### config.mk
export PLATFORM = sky130hd
export DESIGN_NAME = fan_pwm_gen
export DESIGN_NICKNAME = d
export VERILOG_FILES = /design/src/rtl/fan_pwm_pkg.sv /design/src/rtl/fan_pwm_regs.sv /design/src/rtl/fan_pwm_ratesel.sv /design/src/rtl/fan_pwm_core.sv /design/src/rtl/fan_pwm_gen.sv
export SDC_FILE = /design/constraint.sdc
export NUM_CORES = 1
export LEC_CHECK = 0
export BUFFER_PORTS_ARGS = -buffer_cell sky130_fd_sc_hd__clkbuf_2
export CAP_MARGIN = 20
export CORE_MARGIN = 1.5
export CORE_UTILIZATION = 35
export CTS_BUF_LIST = sky130_fd_sc_hd__clkbuf_8 sky130_fd_sc_hd__clkbuf_16
export CTS_CLUSTER_SIZE = 20
export DETAILED_ROUTE_END_ITERATION = 8
export GPL_ROUTABILITY_DRIVEN = 0
export GPL_TIMING_DRIVEN = 0
export PLACE_DENSITY_LB_ADDON = 0.08
export SLEW_MARGIN = 20
export SYNTH_ARGS = -nofsm -noshare
export SYNTH_HDL_FRONTEND = slang
export SYNTH_HIERARCHICAL = 1
export SYNTH_SLANG_ARGS = --single-unit
### constraint.sdc
create_clock -name clk -period 2.18 [get_ports clk]
set_clock_uncertainty 0.2 [all_clocks]
set_input_delay 0.327 -clock clk [delete_from_list [all_inputs] [get_ports clk]]
set_output_delay 0.327 -clock clk [all_outputs]
set_load 0.02 [all_outputs]
### src/rtl/fan_pwm_pkg.sv
// Package: shared constants for the fan PWM generator.
// Assumes an 8-bit register bus with two registers selected by one address bit.
package fan_pwm_pkg;
    localparam int unsigned DATA_W     = 8;
    localparam int unsigned DUTY_W     = 6;
    localparam int unsigned SEL_W      = 3;
    localparam int unsigned NUM_TICKS  = 1 << SEL_W;
    localparam int unsigned DIV_W      = 4;

    localparam logic        ADDR_FAN   = 1'b0;
    localparam logic        ADDR_CTRL  = 1'b1;

    // Fan register field positions
    localparam int unsigned FAN_FORCE_BIT = 0;
    localparam int unsigned FAN_DUTY_LSB  = 1;
    localparam int unsigned FAN_CSEL_BIT  = 7;

    // Fan-control register field positions
    localparam int unsigned CTL_SRC_BIT   = 0;
    localparam int unsigned CTL_DBL_BIT   = 2;
    localparam int unsigned CTL_DIV_LSB   = 4;

    localparam logic [DATA_W-1:0] FAN_RESET  = 8'h00;
    localparam logic [DATA_W-1:0] CTRL_RESET = 8'h10;
    localparam logic [DATA_W-1:0] CTRL_WMASK = 8'h35;

    typedef struct packed {
        logic              force_hi;
        logic [DUTY_W-1:0] duty;
        logic [SEL_W-1:0]  rate_sel;
        logic [1:0]        div_code;
    } fan_cfg_t;
endpackage

### src/rtl/fan_pwm_regs.sv
// Module: fan_pwm_regs
// Holds the fan and fan-control registers, masks reserved bits, and returns
// read data for the addressed register. Assumes single-cycle write strobes.
module fan_pwm_regs
    import fan_pwm_pkg::*;
(
    input  logic              clk,
    input  logic              rst_n,
    input  logic              reg_wr,
    input  logic              reg_addr,
    input  logic [DATA_W-1:0] reg_wdata,
    output logic [DATA_W-1:0] reg_rdata,
    output fan_cfg_t          cfg
);
    logic [DATA_W-1:0] fan_q;
    logic [DATA_W-1:0] ctrl_q;

    // Register writes; reserved control bits are dropped on the way in
    always_ff @(posedge clk) begin
        if (!rst_n) begin
            fan_q  <= FAN_RESET;
            ctrl_q <= CTRL_RESET;
        end else if (reg_wr) begin
            if (reg_addr == ADDR_FAN)
                fan_q <= reg_wdata;
            else
                ctrl_q <= reg_wdata & CTRL_WMASK;
        end
    end

    // Read multiplexer
    always_comb begin
        reg_rdata = (reg_addr == ADDR_FAN) ? fan_q : ctrl_q;
    end

    // Field extraction into the configuration bundle
    always_comb begin
        cfg.force_hi = fan_q[FAN_FORCE_BIT];
        cfg.duty     = fan_q[FAN_DUTY_LSB +: DUTY_W];
        cfg.rate_sel = {ctrl_q[CTL_DBL_BIT], fan_q[FAN_CSEL_BIT], ctrl_q[CTL_SRC_BIT]};
        cfg.div_code = ctrl_q[CTL_DIV_LSB +: 2];
    end

    a_r8_fan_write: assert property (@(posedge clk) disable iff (!rst_n)
        (reg_wr && reg_addr == ADDR_FAN) |=> (fan_q == $past(reg_wdata)));

    a_r7_reserved_zero: assert property (@(posedge clk) disable iff (!rst_n)
        (reg_wr && reg_addr == ADDR_CTRL) |=> ((ctrl_q & ~CTRL_WMASK) == '0));
endmodule

### src/rtl/fan_pwm_ratesel.sv
// Module: fan_pwm_ratesel
// Picks the PWM step tick from the prescaled tick inputs and decodes the
// tachometer divisor. Assumes upper tick bits run at twice the lower rate.
module fan_pwm_ratesel
    import fan_pwm_pkg::*;
(
    input  logic [NUM_TICKS-1:0] rate_tick,
    input  logic [SEL_W-1:0]     rate_sel,
    input  logic [1:0]           div_code,
    output logic                 step_tick,
    output logic [DIV_W-1:0]     tach_div
);
    // Tick selection
    always_comb begin
        step_tick = rate_tick[rate_sel];
    end

    // One-hot divisor decode: bit i set for code i
    for (genvar i = 0; i < DIV_W; i++) begin : g_div
        assign tach_div[i] = (div_code == 2'(i));
    end
endmodule

### src/rtl/fan_pwm_core.sv
// Module: fan_pwm_core
// 64-step PWM: step counter, period-boundary duty latch and pin drive.
// Assumes step_tick is a single-cycle enable.
module fan_pwm_core
    import fan_pwm_pkg::*;
#(
    parameter int unsigned STEPS_W = DUTY_W
) (
    input  logic               clk,
    input  logic               rst_n,
    input  logic               step_tick,
    input  logic               force_hi,
    input  logic [STEPS_W-1:0] duty,
    output logic               fan_pin
);
    localparam logic [STEPS_W-1:0] CNT_MAX = {STEPS_W{1'b1}};

    logic [STEPS_W-1:0] cnt_q;
    logic [STEPS_W-1:0] duty_act_q;
    logic               wrap;

    assign wrap = step_tick && (cnt_q == CNT_MAX);

    // Step counter, advances only on the selected tick
    always_ff @(posedge clk) begin
        if (!rst_n)
            cnt_q <= '0;
        else if (step_tick)
            cnt_q <= cnt_q + 1'b1;
    end

    // Active duty, refreshed only at the period wrap
    always_ff @(posedge clk) begin
        if (!rst_n)
            duty_act_q <= '0;
        else if (wrap)
            duty_act_q <= duty;
    end

    // Pin drive: force overrides the comparator
    always_comb begin
        fan_pin = force_hi || (cnt_q < duty_act_q);
    end

    a_r4_duty_deferred: assert property (@(posedge clk) disable iff (!rst_n)
        !wrap |=> $stable(duty_act_q));

    a_r5_hold_without_tick: assert property (@(posedge clk) disable iff (!rst_n)
        !step_tick |=> $stable(cnt_q));
endmodule

### src/rtl/fan_pwm_gen.sv
// Module: fan_pwm_gen (top)
// Fan PWM output generator: registers, rate selection and PWM core.
// Assumes rate_tick bits are prescaled enables synchronous to clk.
module fan_pwm_gen
    import fan_pwm_pkg::*;
(
    input  logic                 clk,
    input  logic                 rst_n,
    input  logic                 reg_wr,
    input  logic                 reg_addr,
    input  logic [DATA_W-1:0]    reg_wdata,
    output logic [DATA_W-1:0]    reg_rdata,
    input  logic [NUM_TICKS-1:0] rate_tick,
    output logic                 fan_pin,
    output logic [DIV_W-1:0]     tach_div
);
    fan_cfg_t cfg;
    logic     step_tick;

    fan_pwm_regs u_regs (
        .clk       (clk),
        .rst_n     (rst_n),
        .reg_wr    (reg_wr),
        .reg_addr  (reg_addr),
        .reg_wdata (reg_wdata),
        .reg_rdata (reg_rdata),
        .cfg       (cfg)
    );

    fan_pwm_ratesel u_rate (
        .rate_tick (rate_tick),
        .rate_sel  (cfg.rate_sel),
        .div_code  (cfg.div_code),
        .step_tick (step_tick),
        .tach_div  (tach_div)
    );

    fan_pwm_core #(.STEPS_W(DUTY_W)) u_core (
        .clk       (clk),
        .rst_n     (rst_n),
        .step_tick (step_tick),
        .force_hi  (cfg.force_hi),
        .duty      (cfg.duty),
        .fan_pin   (fan_pin)
    );

    a_r3_force_high: assert property (@(posedge clk) disable iff (!rst_n)
        cfg.force_hi |-> fan_pin);

    a_r6_div_onehot: assert property (@(posedge clk) disable iff (!rst_n)
        $countones(tach_div) == 1);
endmodule

Word level (Yosys, flattened, before mapping)

Cells that the tools add are included.

Bits in registers: 24
Bits in latches: 0
Memory bits (writable): 0
ROM bits: 0
Input bits: 20
Logic and storage cells: 20
Memories kept: 0

Add/subtract/negate cells: 1
$mul: 0
Divide/modulo/power cells: 0
Magnitude comparators: 2
Equality and inequality tests: 4
Shift operators: 0
Muxes and demuxes: 3
Bitwise operators: 1
Reductions and logical operators: 5

Operator list:

| cell                                                       | number |
|---|---|
| 2-to-1 mux 8 bit                                           | 1 |
| adder 6 x 1 -> 6 bit, second input constant                | 1 |
| == test 6 bit, second input constant                       | 1 |
| less-than comparator 6 bit                                 | 1 |
| == test 2 bit, second input constant                       | 2 |
| less-than comparator 3 x 4 -> 1 bit, second input constant | 1 |
| AND reduction 2 bit                                        | 2 |
| binary-select mux 1 bit (select 3 bit)                     | 1 |
| == test 2 x 1 -> 1 bit, second input constant              | 1 |
| logical NOT 2 bit                                          | 1 |
| logical AND 1 bit                                          | 1 |
| logical OR 1 bit                                           | 1 |
| 2-to-1 mux 1 bit                                           | 1 |
| NOT 1 bit                                                  | 1 |

Longest topological paths before layout

Gate-level depths: netlist of run 1.

Word-level depth: 3
Depth in mapped cells: 6
Gate-level depth less buffers: 5

Modules after synthesis

The synthesis of run 1 kept the hierarchy.

Modules (own cells, without submodules):

| module          | times used | cells each | area an instance (um^2) | seq. area each (um^2) |
|---|---|---|---|---|
| fan_pwm_core    | 1          | 72         | 643.1                   | 240.2 |
| fan_pwm_regs    | 1          | 60         | 565.5                   | 240.2 |
| fan_pwm_ratesel | 1          | 7          | 86.3                    | 0.0 |

Worst setup path after synthesis of run 1

No wires, ideal clock.

Path kind: reg2reg
Start point: register u_regs.ctrl_q[0]
End point: register u_core.cnt_q[0]
Data arrival time: 1.597 ns
Required time: 1.865 ns
Setup slack: 0.269 ns
Cell stages (with the launch flop): 6
Period minus slack after synthesis: 1.911 ns
Cell sequence: dfxtp_1 -> mux4_1 -> mux2_2 -> buf_4 -> xor2_1 -> and2_1

Word-level cells in the longest chain between the ends: 2

RTL lines:

| item                                   | RTL line              | source |
|---|---|---|
| start, declared                        | fan_pwm_regs.sv:16    | `logic [DATA_W-1:0] ctrl_q;` |
| start signal, assigned                 | fan_pwm_regs.sv:27    | `ctrl_q <= reg_wdata & CTRL_WMASK;` |
| binary-select mux 1 bit (select 3 bit) | fan_pwm_ratesel.sv:15 | `step_tick = rate_tick[rate_sel];` |
| 2-to-1 mux 1 bit (not written as such) | fan_pwm_ratesel.sv:15 |  |
| via step_tick                          | fan_pwm_gen.sv:18     | `logic step_tick;` |
| end signal, assigned                   | fan_pwm_core.sv:29    | `cnt_q <= cnt_q + 1'b1;` |
| end, declared                          | fan_pwm_core.sv:18    | `logic [STEPS_W-1:0] cnt_q;` |

The timed path passes the listed nets, and every way through them passes these cells. The select of a mux whose other input is x is not followed.
A chain may end at the register's enable or synchronous reset.

Final worst setup path of run 1

Same ends and word-level chain as after synthesis.

==> flow_summary.yaml, run 1 <==
run_status:
  status: "complete, no violations"
clock_tree:
  root_buffer: "clkbuf_8"
  cts_resized: 0
  numCtsBuffers: 3
  cts_sinks: 24
  htree_levels: 1
  clock_insertion_delay_worst_skew_ps: 270
  cts_setup_buffers: 0
  holdBufCountCts: 0
  clockBufferDepth: 2
  tritoncts: "yes"
  path_clk_slew_ps: 90
route:
  drt_iter0_drc: 26
  routedWlPerCell_um: 12.2
  drc_errors: 0
  drt_wl_total_mm: 2.69
  drt-pass1-iter-count: 3
  route.detailed.vias_per_inst: 4.73
  antenna_left: 0
  num_vias: 1041
cells_and_area:
  final_cell_mix: "nand2_1 (36), clkbuf_2 (31), dfxtp_1 (24), mux2i_1 (18), nor2b_1 (8)"
  layout-area-overhead-vs-synth_pct: 21.9
  layout_commonest_cell: "nand2_1"
  drive_gt1_frac: 0.282
  num_antenna_cells: 0
  nFillCells: 354
  fin_nets: 201
floorplanning:
  io_pins: 33
  dieHeight_um: 63.8
  die_area_um2: 4070
  rows: 21
  initial_core_util: 0.376
  core_area_um2: 3440
  die_w_um: 63.8
setup_path:
  cp-start-kind: "flip-flop"
  cp_top_family: "multiplexers"
  worstSetupEndpointType: "flip-flop"
  worstPathMaxFanout: 6
  r2r_cells: 5
  reg2reg_slack_ps: 110
  path_class: "flip-flop to flip-flop"
  worst_path_largest_cell_delay_ps: 590
  path_buf_inv: 1
  slowest_stage: "mux4_1"
  cp_cell_sequence: "mux4_1, mux2_2, buf_4, xor2_1, and2_1"
  crit_required_ps: 2150
  r2r_end: "u_core/cnt_q[0]"
  crit_path_start: "u_regs/ctrl_q[0]"
  r2r_start: "u_regs/ctrl_q[0]"
  endpoint: "u_core/cnt_q[0]"
  worstPathArrival_ps: 2040
  worst-path-stages: 5
grt:
  track_usage: 0.146
  grt_pass1_vias: 1033
  antenna_found_initial: 0
  overflow: 0
  grt_pass1_wl_mm: 4.66
  grt_max_degree: 15
timing:
  slew_viol_final: 0
  hold_viol_final: 0
  finalSetupViolCount: 0
  rsz0062_at_grt: "no"
  fin_crit_sh: 0.948
  relSlewSlack: 0.689
  tns_ps: 0
  fmax_mhz: 484
  whs_ps: 77.2
  worstMarginPinSlew_ps: 467
  period_minus_slack_ps: 2070
placed_design:
  port_buffers: 31
  place_hpwl_mm: 2.10
synthesis:
  syn_inst: 139
  syn_area_um2: 1290
  synth_cell_types: 28
  synth_fp_nets: 165
  avgSynthCellArea_um2: 9.32
  yosysWarnings: 6
  synth_seq_cells: 24
  seq_area_frac_synth: 0.371
run:
  maxCapViolations: 0
power_and_ir_drop:
  peakVddDrop_uv: 236
  p_leak_nw: 0.677
  power_mw: 1.03
  powerDensity_nw_per_um2: 653
hold_path:
  hold_path.class: "primary input to flip-flop"
-- how the worst min path moves through the flow --
stage	start	endpoint	slack (ps)	cells after the start
floorplan	u_core/duty_act_q[0]	u_core/duty_act_q[0]	230	2
global placement	u_core/duty_act_q[5]	u_core/duty_act_q[5]	250	2
detailed placement	u_core/duty_act_q[0]	u_core/duty_act_q[0]	250	2
CTS	reg_wdata[1]	u_regs/fan_q[1]	70	3
global route	reg_wdata[1]	u_regs/fan_q[1]	80	3
finish	reg_wdata[1]	u_regs/fan_q[1]	80	3
-- cells by family after synthesis --
logic type | after synthesis | synth area share
buffers and inverters | 14 | 0.0589
flip-flops | 24 | 0.371
AND/OR/NAND/NOR | 58 | 0.219
XOR/XNOR | 4 | 0.0271
adder cells (fa/ha/maj) | 6 | 0.0580
multiplexers | 25 | 0.223
AO/OA/AOI/OAI | 8 | 0.0425
-- per-stage QoR --
| step | cells | instance area (um2) | setup slack [ps] | utilization |
|---|---|---|---|---|
| 2_1_floorplan | 139 | 1290 | 269 | - |
| 3_3_place_gp | 216 | 1510 | 151 | 0.438 |
| 3_5_place_dp | 216 | 1510 | 146 | 0.438 |
| 4_1_cts | 220 | 1580 | 116 | 0.459 |
| 5_1_grt | 220 | 1580 | 39.9 | 0.459 |
| 6_report | 220 | 1580 | 114 | 0.459 |
-- cell usage after synthesis (all sizes together) --
master	n	area share
buf	5	0.033
xnor2	3	0.020
mux2i	18	0.14
and2	6	0.031
o211ai	3	0.021
mux2	5	0.043
nor3b	1	0.0058
dfxtp	24	0.37
a21boi	1	0.0058
mux4	2	0.041
nor2	2	0.012
o21ai	1	0.0039
nor2b	8	0.039
nand3	1	0.0039
a21oi	3	0.012
inv	6	0.017
ha	6	0.058
nand2	36	0.10
nand4	3	0.019
clkbuf	3	0.0087
or3	1	0.0048
xor2	1	0.0068
-- sequential cells by signal, summed over array words and instances (netlist names) --
register	flops
u_regs/ctrl_q	4
u_regs/fan_q	8
u_core/cnt_q	6
u_core/duty_act_q	6
-- cell type report --
type                    count  area (um2)  area share
inverters                   6        22.5      0.0143
multi-input cells         101         738       0.468
repair buffers             31         155      0.0983
plain buffers               8        53.8      0.0341
flip-flops and latches     24         480       0.304
clock inverters             1        30.0      0.0190
well taps                  46        57.6      0.0365
clock buffers               3        41.3      0.0261
-- where the power goes --
group	switching, mW	internal, mW	total [mW]	leakage (nW)
clock	0.151	0.246	0.397	0.0357
sequential	0.0204	0.457	0.477	0.195
combinational	0.0811	0.0762	0.157	0.446
total	0.253	0.779	1.03	0.677
-- layer usage --
layer | track usage | share of wire | wire (um)
met1 | 0.173 | 0.45 | 1220
met2 | 0.249 | 0.48 | 1300
met3 | 0.0246 | 0.040 | 108
met4 | 0.0815 | 0.021 | 56
met5 | 0 | 0 | 0
-- worst register-to-register path, cell delays in order, from the launching register on --
cell and delay (ps):
dfxtp_1 420, mux4_1 590, mux2_2 270, buf_4 160, xor2_1 160, and2_1 160
Note: power is estimated with default switching activity, not from simulation.
==> inputs of run 2 (changes only) <==
--- a/config.mk
+++ b/config.mk
@@ -15,6 +15,7 @@
 export GPL_ROUTABILITY_DRIVEN = 0
 export GPL_TIMING_DRIVEN = 0
 export PLACE_DENSITY_LB_ADDON = 0.08
+export RECOVER_POWER = 50
 export SLEW_MARGIN = 20
 export SYNTH_ARGS = -nofsm -noshare
 export SYNTH_HDL_FRONTEND = slang
==> flow_summary.yaml, run 2 (synthesized netlist as in run 1, its figures left out) <==
setup_path:
  worstSetupEndpointType: "flip-flop"
  worstPathMaxFanout: 6
  crit_required_ps: 2150
  path_class: "flip-flop to flip-flop"
  worstPathArrival_ps: 2040
  cp-start-kind: "flip-flop"
placed_design:
  place_hpwl_mm: 2.10
  port_buffers: 31
floorplanning:
  die_area_um2: 4070
  dieHeight_um: 63.8
  core_area_um2: 3440
  io_pins: 33
  rows: 21
  initial_core_util: 0.376
  die_w_um: 63.8
clock_tree:
  root_buffer: "clkbuf_8"
  path_clk_slew_ps: 90
  cts_setup_buffers: 0
  tritoncts: "yes"
  clock_insertion_delay_worst_skew_ps: 270
  numCtsBuffers: 3
  holdBufCountCts: 0
  htree_levels: 1
  cts_resized: 0
  clockBufferDepth: 2
  cts_sinks: 24
cells_and_area:
  top_regs: "u_regs/fan_q x8, u_core/cnt_q x6, u_core/duty_act_q x6"
  largest_reg_flops: 8
  fin_util: 0.450
  multi_input_area_um2: 736
  drive_gt1_frac: 0.218
  num_antenna_cells: 0
  fin_nets: 201
  final_cell_mix: "nand2_1 (36), clkbuf_2 (24), dfxtp_1 (24), mux2i_1 (18), clkbuf_1 (13)"
  layout-area-overhead-vs-synth_pct: 19.6
  layout_commonest_cell: "nand2_1"
  regArea_um2: 480
  top_register: "u_regs/fan_q"
  nFillCells: 362
timing:
  period_minus_slack_ps: 2070
  worstMarginPinSlew_ps: 609
  fin_crit_sh: 0.947
  rsz0062_at_grt: "no"
  hold_viol_final: 0
  finalSetupViolCount: 0
  fmax_mhz: 484
  slew_viol_final: 0
  tns_ps: 0
  relSlewSlack: 0.594
grt:
  grt_max_degree: 15
  track_usage: 0.146
  grt_pass1_wl_mm: 4.66
  overflow: 0
  grt_pass1_vias: 1033
  antenna_found_initial: 0
power_and_ir_drop:
  powerDensity_nw_per_um2: 662
  peakVddDrop_uv: 235
  p_leak_nw: 0.638
route:
  met2_length_mm: 1.30
  antenna_left: 0
  m1WireLength_mm: 1.23
  drt_wl_total_mm: 2.69
  route.detailed.vias_per_inst: 4.73
  drt-pass1-iter-count: 4
  drt_iter0_drc: 26
  num_vias: 1041
  drc_errors: 0
  met3_length_um: 107
  routedWlPerCell_um: 12.2
  highest_layer: "met4"
run_status:
  status: "complete, no violations"
run:
  maxCapViolations: 0
hold_path:
  hold_path.class: "primary input to flip-flop"
run 2: changes by cell type in the layout (fill, tap and decap cells not counted):
cell      before  now
and2_4         1    0
buf_4          2    1
and2_0         0    1
clkbuf_1       3   13
buf_6          2    0
clkbuf_2      31   24
run 2: critical path: stages (launching register included):
cell and delay (ps):
dfxtp_1 420, mux4_1 590, mux2_2 270, buf_4 160, xor2_1 160, and2_1 160
run 2: power breakdown:
group / switching, mW / total, mW / internal, mW
logic: 0.0802 / 0.150 / 0.0702
registers: 0.0205 / 0.477 / 0.457
clock network: 0.152 / 0.398 / 0.246
run 2: worst paths after layout:
kind                   startpoint                    to  slack [ps]  depth (start not counted)
max              u_regs/ctrl_q[0]       u_core/cnt_q[0]         110                          5
min                  reg_wdata[1]       u_regs/fan_q[1]          80                          3
max reg2reg      u_regs/ctrl_q[0]       u_core/cnt_q[0]         110                          5
min reg2reg  u_core/duty_act_q[0]  u_core/duty_act_q[0]         260                          2
run 2: final cells by class:
cell class | count | share of cell area
buffer | 8 | 0.0226
clock buffer | 3 | 0.0267
clock inverter | 1 | 0.0194
inverter | 6 | 0.0145
multi-input combinational | 101 | 0.475
sequential | 24 | 0.310
tap | 46 | 0.0372
timing repair buffer | 31 | 0.0945
run 2: per-stage QoR:
step	power, mW	area [um2]	hold WS, ps	cells	setup WS (ps)
2_1_floorplan	0.592	1290	230	139	269
3_3_place_gp	0.640	1510	245	216	151
3_5_place_dp	0.646	1510	251	216	146
4_1_cts	1.05	1580	71.7	220	116
5_1_grt	1.08	1550	78.3	220	39.9
6_report	1.03	1550	76.2	220	115
run 2: layer usage:
metal | global-route usage | vias up
met5 | 0 | -
met4 | 0.0815 | 0
met3 | 0.0246 | 4
met2 | 0.249 | 22
met1 | 0.173 | 481
li1 | - | 534
